===== src/rtl/dialctl_pkg.sv =====
package dialctl_pkg;

    typedef enum logic [3:0] {
        S_SLEEP,
        S_HOLD,
        S_IDLE,
        S_DLY1,
        S_EXEC,
        S_REQ,
        S_WAIT,
        S_PAUSE,
        S_LOCK
    } dst_e;

    localparam logic [3:0] C_STAR   = 4'd10;
    localparam logic [3:0] C_HASH   = 4'd11;
    localparam logic [3:0] C_PLONG  = 4'd12;
    localparam logic [3:0] C_PSHORT = 4'd13;
    localparam logic [3:0] C_P2T    = 4'd14;
    localparam logic [3:0] C_LAST_D = 4'd9;

endpackage


===== src/rtl/dial_store.sv =====
module dial_store #(
    parameter int DEPTH = 32,
    parameter int DW    = 4,
    localparam int AW   = $clog2(DEPTH)
) (
    input  logic          clk,
    input  logic          rst_n,
    input  logic          restart_i,
    input  logic          append_i,
    input  logic [DW-1:0] wdata_i,
    input  logic [AW-1:0] raddr_i,
    output logic [DW-1:0] rdata_o,
    output logic [AW:0]   count_o
);

    localparam logic [AW:0] DEPTH_L = (AW+1)'(DEPTH);

    typedef struct packed {
        logic [DEPTH-1:0][DW-1:0] mem;
        logic [AW:0]              cnt;
    } st_t;

    st_t st_d, st_q;

    always_comb begin
        st_d = st_q;
        if (restart_i) begin
            st_d.mem[0] = wdata_i;
            st_d.cnt    = (AW+1)'(1);
        end else if (append_i && (st_q.cnt < DEPTH_L)) begin
            st_d.mem[st_q.cnt[AW-1:0]] = wdata_i;
            st_d.cnt                   = st_q.cnt + 1'b1;
        end
    end

    always_ff @(posedge clk) begin
        if (!rst_n) st_q <= '0;
        else        st_q <= st_d;
    end

    assign rdata_o = st_q.mem[raddr_i];
    assign count_o = st_q.cnt;

    AST_CNT_BOUND: assert property (@(posedge clk) disable iff (!rst_n)
        st_q.cnt <= DEPTH_L);
    AST_FULL_HOLD: assert property (@(posedge clk) disable iff (!rst_n)
        (st_q.cnt == DEPTH_L) && append_i && !restart_i |=> st_q.cnt == DEPTH_L);
    AST_RESTART_ONE: assert property (@(posedge clk) disable iff (!rst_n)
        restart_i |=> st_q.cnt == (AW+1)'(1));

endmodule


===== src/rtl/dial_tmr.sv =====
module dial_tmr #(
    parameter int TW = 9
) (
    input  logic          clk,
    input  logic          rst_n,
    input  logic          load_i,
    input  logic [TW-1:0] len_i,
    output logic          done_o
);

    logic [TW-1:0] cnt_d, cnt_q;

    always_comb begin
        cnt_d = cnt_q;
        if (load_i)            cnt_d = len_i;
        else if (cnt_q != '0)  cnt_d = cnt_q - 1'b1;
    end

    always_ff @(posedge clk) begin
        if (!rst_n) cnt_q <= '0;
        else        cnt_q <= cnt_d;
    end

    assign done_o = (cnt_q == TW'(1));

    AST_TMR_STEP: assert property (@(posedge clk) disable iff (!rst_n)
        (cnt_q != '0) && !load_i |=> cnt_q == $past(cnt_q) - 1'b1);

endmodule


===== src/rtl/dial_lockchk.sv =====
module dial_lockchk (
    input  logic [1:0] lock_sel_i,
    input  logic [3:0] key_i,
    output logic       lock_on_o,
    output logic       inhibit_o
);

    logic bar_zero, bar_nine;

    always_comb begin
        bar_zero  = (lock_sel_i == 2'd1) || (lock_sel_i == 2'd2);
        bar_nine  = (lock_sel_i == 2'd1);
        lock_on_o = bar_zero;
        inhibit_o = (bar_zero && key_i == 4'd0) || (bar_nine && key_i == 4'd9);
    end

endmodule


===== src/rtl/dial_ctl.sv =====
module dial_ctl
    import dialctl_pkg::*;
#(
    parameter int DEPTH     = 32,
    parameter int LONG_CYC  = 360,
    parameter int SHORT_CYC = 200,
    parameter int LOCK_CYC  = 30
) (
    input  logic       clk,
    input  logic       rst_n,
    input  logic       hook_i,
    input  logic       tone_sel_i,
    input  logic [1:0] lock_sel_i,
    input  logic       key_vld_i,
    input  logic [3:0] key_i,
    input  logic       tone_busy_i,
    input  logic       pulse_busy_i,
    output logic       tone_req_o,
    output logic       pulse_req_o,
    output logic [3:0] digit_o
);

    localparam int AW   = $clog2(DEPTH);
    localparam int MAXP = (LONG_CYC > SHORT_CYC) ? LONG_CYC : SHORT_CYC;
    localparam int MAXT = (MAXP > LOCK_CYC) ? MAXP : LOCK_CYC;
    localparam int TW   = $clog2(MAXT + 1);
    localparam logic [TW-1:0] LONG_L  = TW'(LONG_CYC);
    localparam logic [TW-1:0] SHORT_L = TW'(SHORT_CYC);
    localparam logic [TW-1:0] LOCK_L  = TW'(LOCK_CYC);

    typedef struct packed {
        dst_e        st;
        logic [3:0]  cur;
        logic [AW:0] rd;
        logic        play;
        logic        first;
        logic        tone_act;
        logic        treq;
        logic        preq;
    } ctl_t;

    ctl_t ctl_d, ctl_q;

    logic          mem_restart, mem_append;
    logic [3:0]    mem_wdata, mem_rdata;
    logic [AW:0]   mem_cnt;
    logic          tmr_load, tmr_done;
    logic [TW-1:0] tmr_len;
    logic          lock_on, key_barred;

    dial_store #(.DEPTH(DEPTH), .DW(4)) u_store (
        .clk       (clk),
        .rst_n     (rst_n),
        .restart_i (mem_restart),
        .append_i  (mem_append),
        .wdata_i   (mem_wdata),
        .raddr_i   (ctl_q.rd[AW-1:0]),
        .rdata_o   (mem_rdata),
        .count_o   (mem_cnt)
    );

    dial_tmr #(.TW(TW)) u_tmr (
        .clk    (clk),
        .rst_n  (rst_n),
        .load_i (tmr_load),
        .len_i  (tmr_len),
        .done_o (tmr_done)
    );

    dial_lockchk u_lock (
        .lock_sel_i (lock_sel_i),
        .key_i      (key_i),
        .lock_on_o  (lock_on),
        .inhibit_o  (key_barred)
    );

    always_comb begin
        logic [3:0]  ent;
        logic        fin;
        logic [AW:0] rd_nx;
        ctl_d       = ctl_q;
        mem_restart = 1'b0;
        mem_append  = 1'b0;
        mem_wdata   = key_i;
        tmr_load    = 1'b0;
        tmr_len     = LOCK_L;
        fin         = 1'b0;
        ent         = ctl_q.play ? mem_rdata : ctl_q.cur;
        rd_nx       = ctl_q.rd + 1'b1;

        if (hook_i) begin
            ctl_d.st   = S_SLEEP;
            ctl_d.treq = 1'b0;
            ctl_d.preq = 1'b0;
            ctl_d.play = 1'b0;
        end else begin
            case (ctl_q.st)
                S_SLEEP: begin
                    ctl_d.first    = 1'b1;
                    ctl_d.play     = 1'b0;
                    ctl_d.rd       = '0;
                    ctl_d.tone_act = tone_sel_i;
                    if (lock_on) begin
                        tmr_load = 1'b1;
                        tmr_len  = LOCK_L;
                        ctl_d.st = S_HOLD;
                    end else begin
                        ctl_d.st = S_IDLE;
                    end
                end
                S_HOLD: if (tmr_done) ctl_d.st = S_IDLE;
                S_IDLE: begin
                    if (key_vld_i && (key_i < C_P2T)) begin
                        ctl_d.first = 1'b0;
                        if (ctl_q.first && (key_i == C_PLONG || key_i == C_PSHORT)) begin
                            if (mem_cnt != '0) begin
                                ctl_d.play = 1'b1;
                                ctl_d.rd   = '0;
                                ctl_d.st   = S_EXEC;
                            end
                        end else if (ctl_q.first && key_barred) begin
                            ctl_d.st = S_LOCK;
                        end else begin
                            mem_wdata = (key_i == C_STAR && !ctl_q.tone_act) ? C_P2T : key_i;
                            ctl_d.cur = mem_wdata;
                            if (ctl_q.first) mem_restart = 1'b1;
                            else             mem_append  = 1'b1;
                            if (ctl_q.first && lock_on) begin
                                tmr_load = 1'b1;
                                tmr_len  = LOCK_L;
                                ctl_d.st = S_DLY1;
                            end else begin
                                ctl_d.st = S_EXEC;
                            end
                        end
                    end
                end
                S_DLY1: if (tmr_done) ctl_d.st = S_EXEC;
                S_EXEC: begin
                    ctl_d.cur = ent;
                    if (ent <= C_LAST_D) begin
                        if (ctl_q.tone_act) ctl_d.treq = 1'b1;
                        else                ctl_d.preq = 1'b1;
                        ctl_d.st = S_REQ;
                    end else if (ent == C_STAR || ent == C_HASH) begin
                        if (ctl_q.tone_act) begin
                            ctl_d.treq = 1'b1;
                            ctl_d.st   = S_REQ;
                        end else begin
                            if (ent == C_STAR) ctl_d.tone_act = 1'b1;
                            fin = 1'b1;
                        end
                    end else if (ent == C_PLONG || ent == C_PSHORT) begin
                        tmr_load = 1'b1;
                        tmr_len  = (ent == C_PLONG) ? LONG_L : SHORT_L;
                        ctl_d.st = S_PAUSE;
                    end else begin
                        if (ent == C_P2T) ctl_d.tone_act = 1'b1;
                        fin = 1'b1;
                    end
                end
                S_REQ: begin
                    if ((ctl_q.treq && tone_busy_i) || (ctl_q.preq && pulse_busy_i)) begin
                        ctl_d.treq = 1'b0;
                        ctl_d.preq = 1'b0;
                        ctl_d.st   = S_WAIT;
                    end
                end
                S_WAIT:  if (!tone_busy_i && !pulse_busy_i) fin = 1'b1;
                S_PAUSE: if (tmr_done) fin = 1'b1;
                S_LOCK:  ctl_d.st = S_LOCK;
                default: ctl_d.st = S_SLEEP;
            endcase

            if (fin) begin
                if (ctl_q.play && (rd_nx < mem_cnt)) begin
                    ctl_d.rd = rd_nx;
                    ctl_d.st = S_EXEC;
                end else begin
                    ctl_d.play = 1'b0;
                    ctl_d.st   = S_IDLE;
                end
            end
        end
    end

    always_ff @(posedge clk) begin
        if (!rst_n) begin
            ctl_q.st       <= S_SLEEP;
            ctl_q.cur      <= '0;
            ctl_q.rd       <= '0;
            ctl_q.play     <= 1'b0;
            ctl_q.first    <= 1'b0;
            ctl_q.tone_act <= 1'b0;
            ctl_q.treq     <= 1'b0;
            ctl_q.preq     <= 1'b0;
        end else begin
            ctl_q <= ctl_d;
        end
    end

    assign tone_req_o  = ctl_q.treq;
    assign pulse_req_o = ctl_q.preq;
    assign digit_o     = ctl_q.cur;

    AST_ONE_REQ: assert property (@(posedge clk) disable iff (!rst_n)
        !(tone_req_o && pulse_req_o));
    AST_PULSE_DIGIT: assert property (@(posedge clk) disable iff (!rst_n)
        pulse_req_o |-> digit_o <= C_LAST_D);
    AST_REQ_HOLD: assert property (@(posedge clk) disable iff (!rst_n)
        tone_req_o && !tone_busy_i && !hook_i |=> tone_req_o && $stable(digit_o));
    AST_SLEEP_MUTE: assert property (@(posedge clk) disable iff (!rst_n)
        hook_i |=> !tone_req_o && !pulse_req_o);
    AST_LOCK_SILENT: assert property (@(posedge clk) disable iff (!rst_n)
        (ctl_q.st == S_LOCK) && !hook_i |=> !tone_req_o && !pulse_req_o);
    AST_PLAY_NO_STORE: assert property (@(posedge clk) disable iff (!rst_n)
        ctl_q.play && key_vld_i && !hook_i |=> $stable(mem_cnt));

endmodule


===== config.mk =====
export PLATFORM = sky130hd
export DESIGN_NAME = dial_ctl
export DESIGN_NICKNAME = d
export VERILOG_FILES = /design/src/rtl/dialctl_pkg.sv /design/src/rtl/dial_store.sv /design/src/rtl/dial_tmr.sv /design/src/rtl/dial_lockchk.sv /design/src/rtl/dial_ctl.sv
export SDC_FILE = /design/constraint.sdc
export NUM_CORES = 1
export LEC_CHECK = 0
export ABC_AREA = 1
export ABC_CLOCK_PERIOD_IN_PS = 3780
export BUFFER_PORTS_ARGS = -buffer_cell sky130_fd_sc_hd__buf_2
export CAP_MARGIN = 20
export CORE_ASPECT_RATIO = 0.6
export CORE_MARGIN = 1
export CORE_UTILIZATION = 40
export DETAILED_ROUTE_END_ITERATION = 10
export SLEW_MARGIN = 20
export SYNTH_ARGS = -nofsm -noshare
export SYNTH_HDL_FRONTEND = slang
export SYNTH_SLANG_ARGS = --single-unit

===== constraint.sdc =====
create_clock -name clk -period 3.78 [get_ports clk]
set_clock_uncertainty 0.2 [all_clocks]
set_input_delay 0.756 -clock clk [delete_from_list [all_inputs] [get_ports clk]]
set_output_delay 0.756 -clock clk [all_outputs]
set_load 0.005 [all_outputs]

==> summary.md <==
| Metric | Value |
|---|---|
| Chip Height | between 100 and 150 microns |
| GPL Wtd Cong | 1.11 |
| Post-route core utilization | 45.1% |
| CP Depth | 18 |
| Rel. slew slack | 43.5% |
| Top Family by Delay on Critical Path | simple AND/OR/NAND/NOR gates |
| RSZ-0062 raised after global routing | no |
| Crit path buffers/inverters | 3 |
| Fin Setup TNS | 0 ns |
| Synth area leaders | dfxtp_1 39%, a21oi_1 10%, o21ai_0 9.2%, nand2_1 8.7%, nand3_1 5.2% |
| Post-synth top area cell | dfxtp_1 |
| # hold bufs at CTS | 0 |
| Worst Path Max Fanout | 29 |
| Number of synthesized flops with an enable pin | 0 |
| Mapped cell area | 8210 sq um |
| Vias in the first global route | 6765 |
| Std cell rows | 40 |
| WL per Instance | 17.5 microns |
| Worst vdd ir | 0.000321 V |
| Worst Tran Pin Value | 0.838 ns |
| Power Dens Cells | 458 nW/um^2 |
| # setup viols final | 0 |
| Placeable Area | 20100 sq um |
| Width of the die | 187 microns |
| Fmax | 290 MHz |
| Initial antenna violation count | 0 |
| Worst R2R Setup Slack | 0.33 ns |
| Synthesized instance count | 1174 |
| Synth Area in Compound Gates | 23.7% |
| Post-Synth Adder-Cell Area | 1.98% |
| Primary FF master, synth | dfxtp_1 |
| Library cells used by synthesis | 43 |
| Seq cells post-synth | 162 |
| GR Overflow Total | 0 |
| CTS tree | yes |
| Via count | 7864 |
| Worst path cell trace | inv_2 -> buf_4 -> nand2_1 -> nand2_1 -> nand2_1 -> nand3_1 -> nand3_1 -> nand3_1 -> nand3_1 -> nand2_2 -> nand2_1 -> nor2_2 -> nand2_2 -> nand2_4 -> nand3_1 -> o21ai_0 -> nand2_1 -> inv_1 |
| Tot Pwr | 4.14 mW |
| Min cycle time layout | around 3.5 ns |
| Synth Area in XOR/XNOR | 0.960% |
| CP arrival | 3.62 ns |
| N_diodes | 0 |
| Max Buffers Root-to-Sink | 2 |
| Multiplexer area fraction after synthesis | 0% |
| Num CTS Buffers | 17 |
| I/O Pins | 19 |
| PostCTS Resize Cnt | 0 |
| Slowest cell on crit path | inv_2 |
| Min-Delay Path Class | reg2reg |
| Synth warn | 0 |
| Clock Pin Slew Worst Setup and Hold Paths | around 0.070 ns |
| Sequential-to-total area share from yosys stat | between 30% and 40% |
| # clock sinks | 162 |
| Iteration-0 DRC Markers | between 800 and 900 |
| Leak pwr | 3.58 nW |
| Clock root buffer | clkbuf_16 |
| Startpoint Class | flop |
| Setup Buffers After CTS | 0 |
| Top cells by count, synth | 191 x nand2_1, 168 x a21oi_1, 162 x dfxtp_1 |
| Drt first pass iters | 6 |
| Hpwl dp | 17.2 mm |
| Most common cell in the netlist | nand2_1 |
| Max cap viols | 0 |
| Crit Path Category | reg2reg |
| First-pass GRT wire length | 39.9 mm |
| Worst path required time | 3.95 ns |
| Gr usage total | approximately 24% |
| Simple-Gate Fraction of Synth Area | 23.9% |
| Status | finished, final reports clean |
| Largest family of logic cells by synthesized area | simple AND/OR/NAND/NOR gates |
| Mapped Nets | 1200 |
| Worst R2R Path Depth | 18 |
| NumNets Final | 1191 |
| Die area | 21100 sq um |
| Final wirelength | approximately 25 mm |
| Initial Utilization | around two fifths |
| Share of cells above drive strength 1 | 11.0% |
| Average cell area after synthesis | 6.99 sq um |
| Post-place setup slack | 0.516 ns |
| Largest net degree at the start of global routing | 138 |
| Crit path largest cell delay | 0.47 ns |
| Synth-to-layout area growth | 10.2% |
| Synth top area share | 39.5% |
| Slack of the critical path | about 0.33 ns |
| DRC viols | 0 |
| CTS H-Tree Depth | 4 |
| Final Hold Violating Endpoints | 0 |
| Hold Path Depth | 2 |
| Vias per inst | ~5.4 |
| Final-report max-slew violation count | 0 |
| Worst-Skew Late Latency | 0.43 ns |
| Period utilization | around nine tenths |
| Port Buffer Count | 18 |
| Antenna-violating nets left | 0 |
| Worst setup EP type | flop |
| Post-synthesis async set-or-reset flop share | 0% |
==> worst reg2reg max path: stages (launching register included) <==
cell and delay (ns):
dfxtp_2 0.35, inv_2 0.47, buf_4 0.33, nand2_1 0.09, nand2_1 0.06, nand2_1 0.04
nand3_1 0.12, nand3_1 0.14, nand3_1 0.16, nand3_1 0.12, nand2_2 0.17, nand2_1 0.10
nor2_2 0.25, nand2_2 0.18, nand2_4 0.18, nand3_1 0.16, o21ai_0 0.12, nand2_1 0.08
inv_1 0.06
==> kinds of logic after synthesis <==
kind of cell | count (synthesis)
compound gates | 376
simple gates | 431
buf+inv | 183
flops | 162
xor+xnor | 9
fa+ha+maj | 13
==> power by group <==
group | leakage [nW] | switching (mW) | internal [mW]
registers | 1.31 | 0.0487 | 1.76
logic | 1.98 | 0.331 | 0.168
clock network | 0.292 | 0.741 | 1.10
total | 3.58 | 1.12 | 3.02
==> area by class of cell <==
type / instances / area (sq um)
clock buffers: 21 / 470
multi-input cells: 829 / 4150
inverters: 122 / 458
clock inverters: 11 / 151
repair buffers: 33 / 230
well taps: 273 / 342
fillers: 2046 / 11000
flip-flops and latches: 162 / 3240
==> metal layers <==
layer | GRT usage (%) | wire length [microns] | up-vias
li1 | - | - | 3917
met5 | 0 | 0 | -
met1 | 41.4 | 13900 | 3600
met4 | 5.08 | 187 | 0
met3 | 6.54 | 2560 | 20
met2 | 28.5 | 8860 | 327
==> state kept, by name, summed over array words and instances (netlist names) <==
signal,flops
ctl_q,13
tone_req_o,1
u_store.st_q,128
u_tmr.cnt_q,9
digit_o,4
u_store.count_o,6
pulse_req_o,1
==> worst paths after layout <==
check | end | start
setup reg to reg | ctl_q[5] | ctl_q[5]
hold reg to reg | u_store.st_q[133] | u_store.st_q[133]
hold / removal | u_store.st_q[133] | u_store.st_q[133]
setup / recovery | ctl_q[5] | ctl_q[5]
==> stage by stage <==
stage / hold WS, ns / area (sq um) / std cells
after CTS: 0.265 / 9050 / 1451
after global placement: 0.255 / 8430 / 1419
after floorplan: 0.229 / 8210 / 1174
final: 0.260 / 9050 / 1451
after global routing: 0.286 / 9050 / 1451
after detailed placement: 0.255 / 8430 / 1419
==> layout by cell type (no fill, tap or decap), types with 3 or more instances in the layout <==
master / n
nand2_1: 191
a21oi_1: 168
dfxtp_1: 161
o21ai_0: 151
inv_1: 111
nand3_1: 85
nor2_1: 66
nor2_2: 35
o21ai_1: 29
clkbuf_16: 17
buf_2: 17
nor3_1: 14
buf_4: 14
ha_1: 13
o211ai_1: 12
nand4_1: 11
inv_2: 8
nand2_2: 8
xor2_1: 7
or2_2: 6
o22ai_1: 4
clkinvlp_4: 4
clkinv_1: 3
nand2_4: 3
a31oi_1: 3
nor4_1: 3
bufinv_16: 3
clkbuf_8: 3
Note: power is estimated with default switching activity, not from simulation.
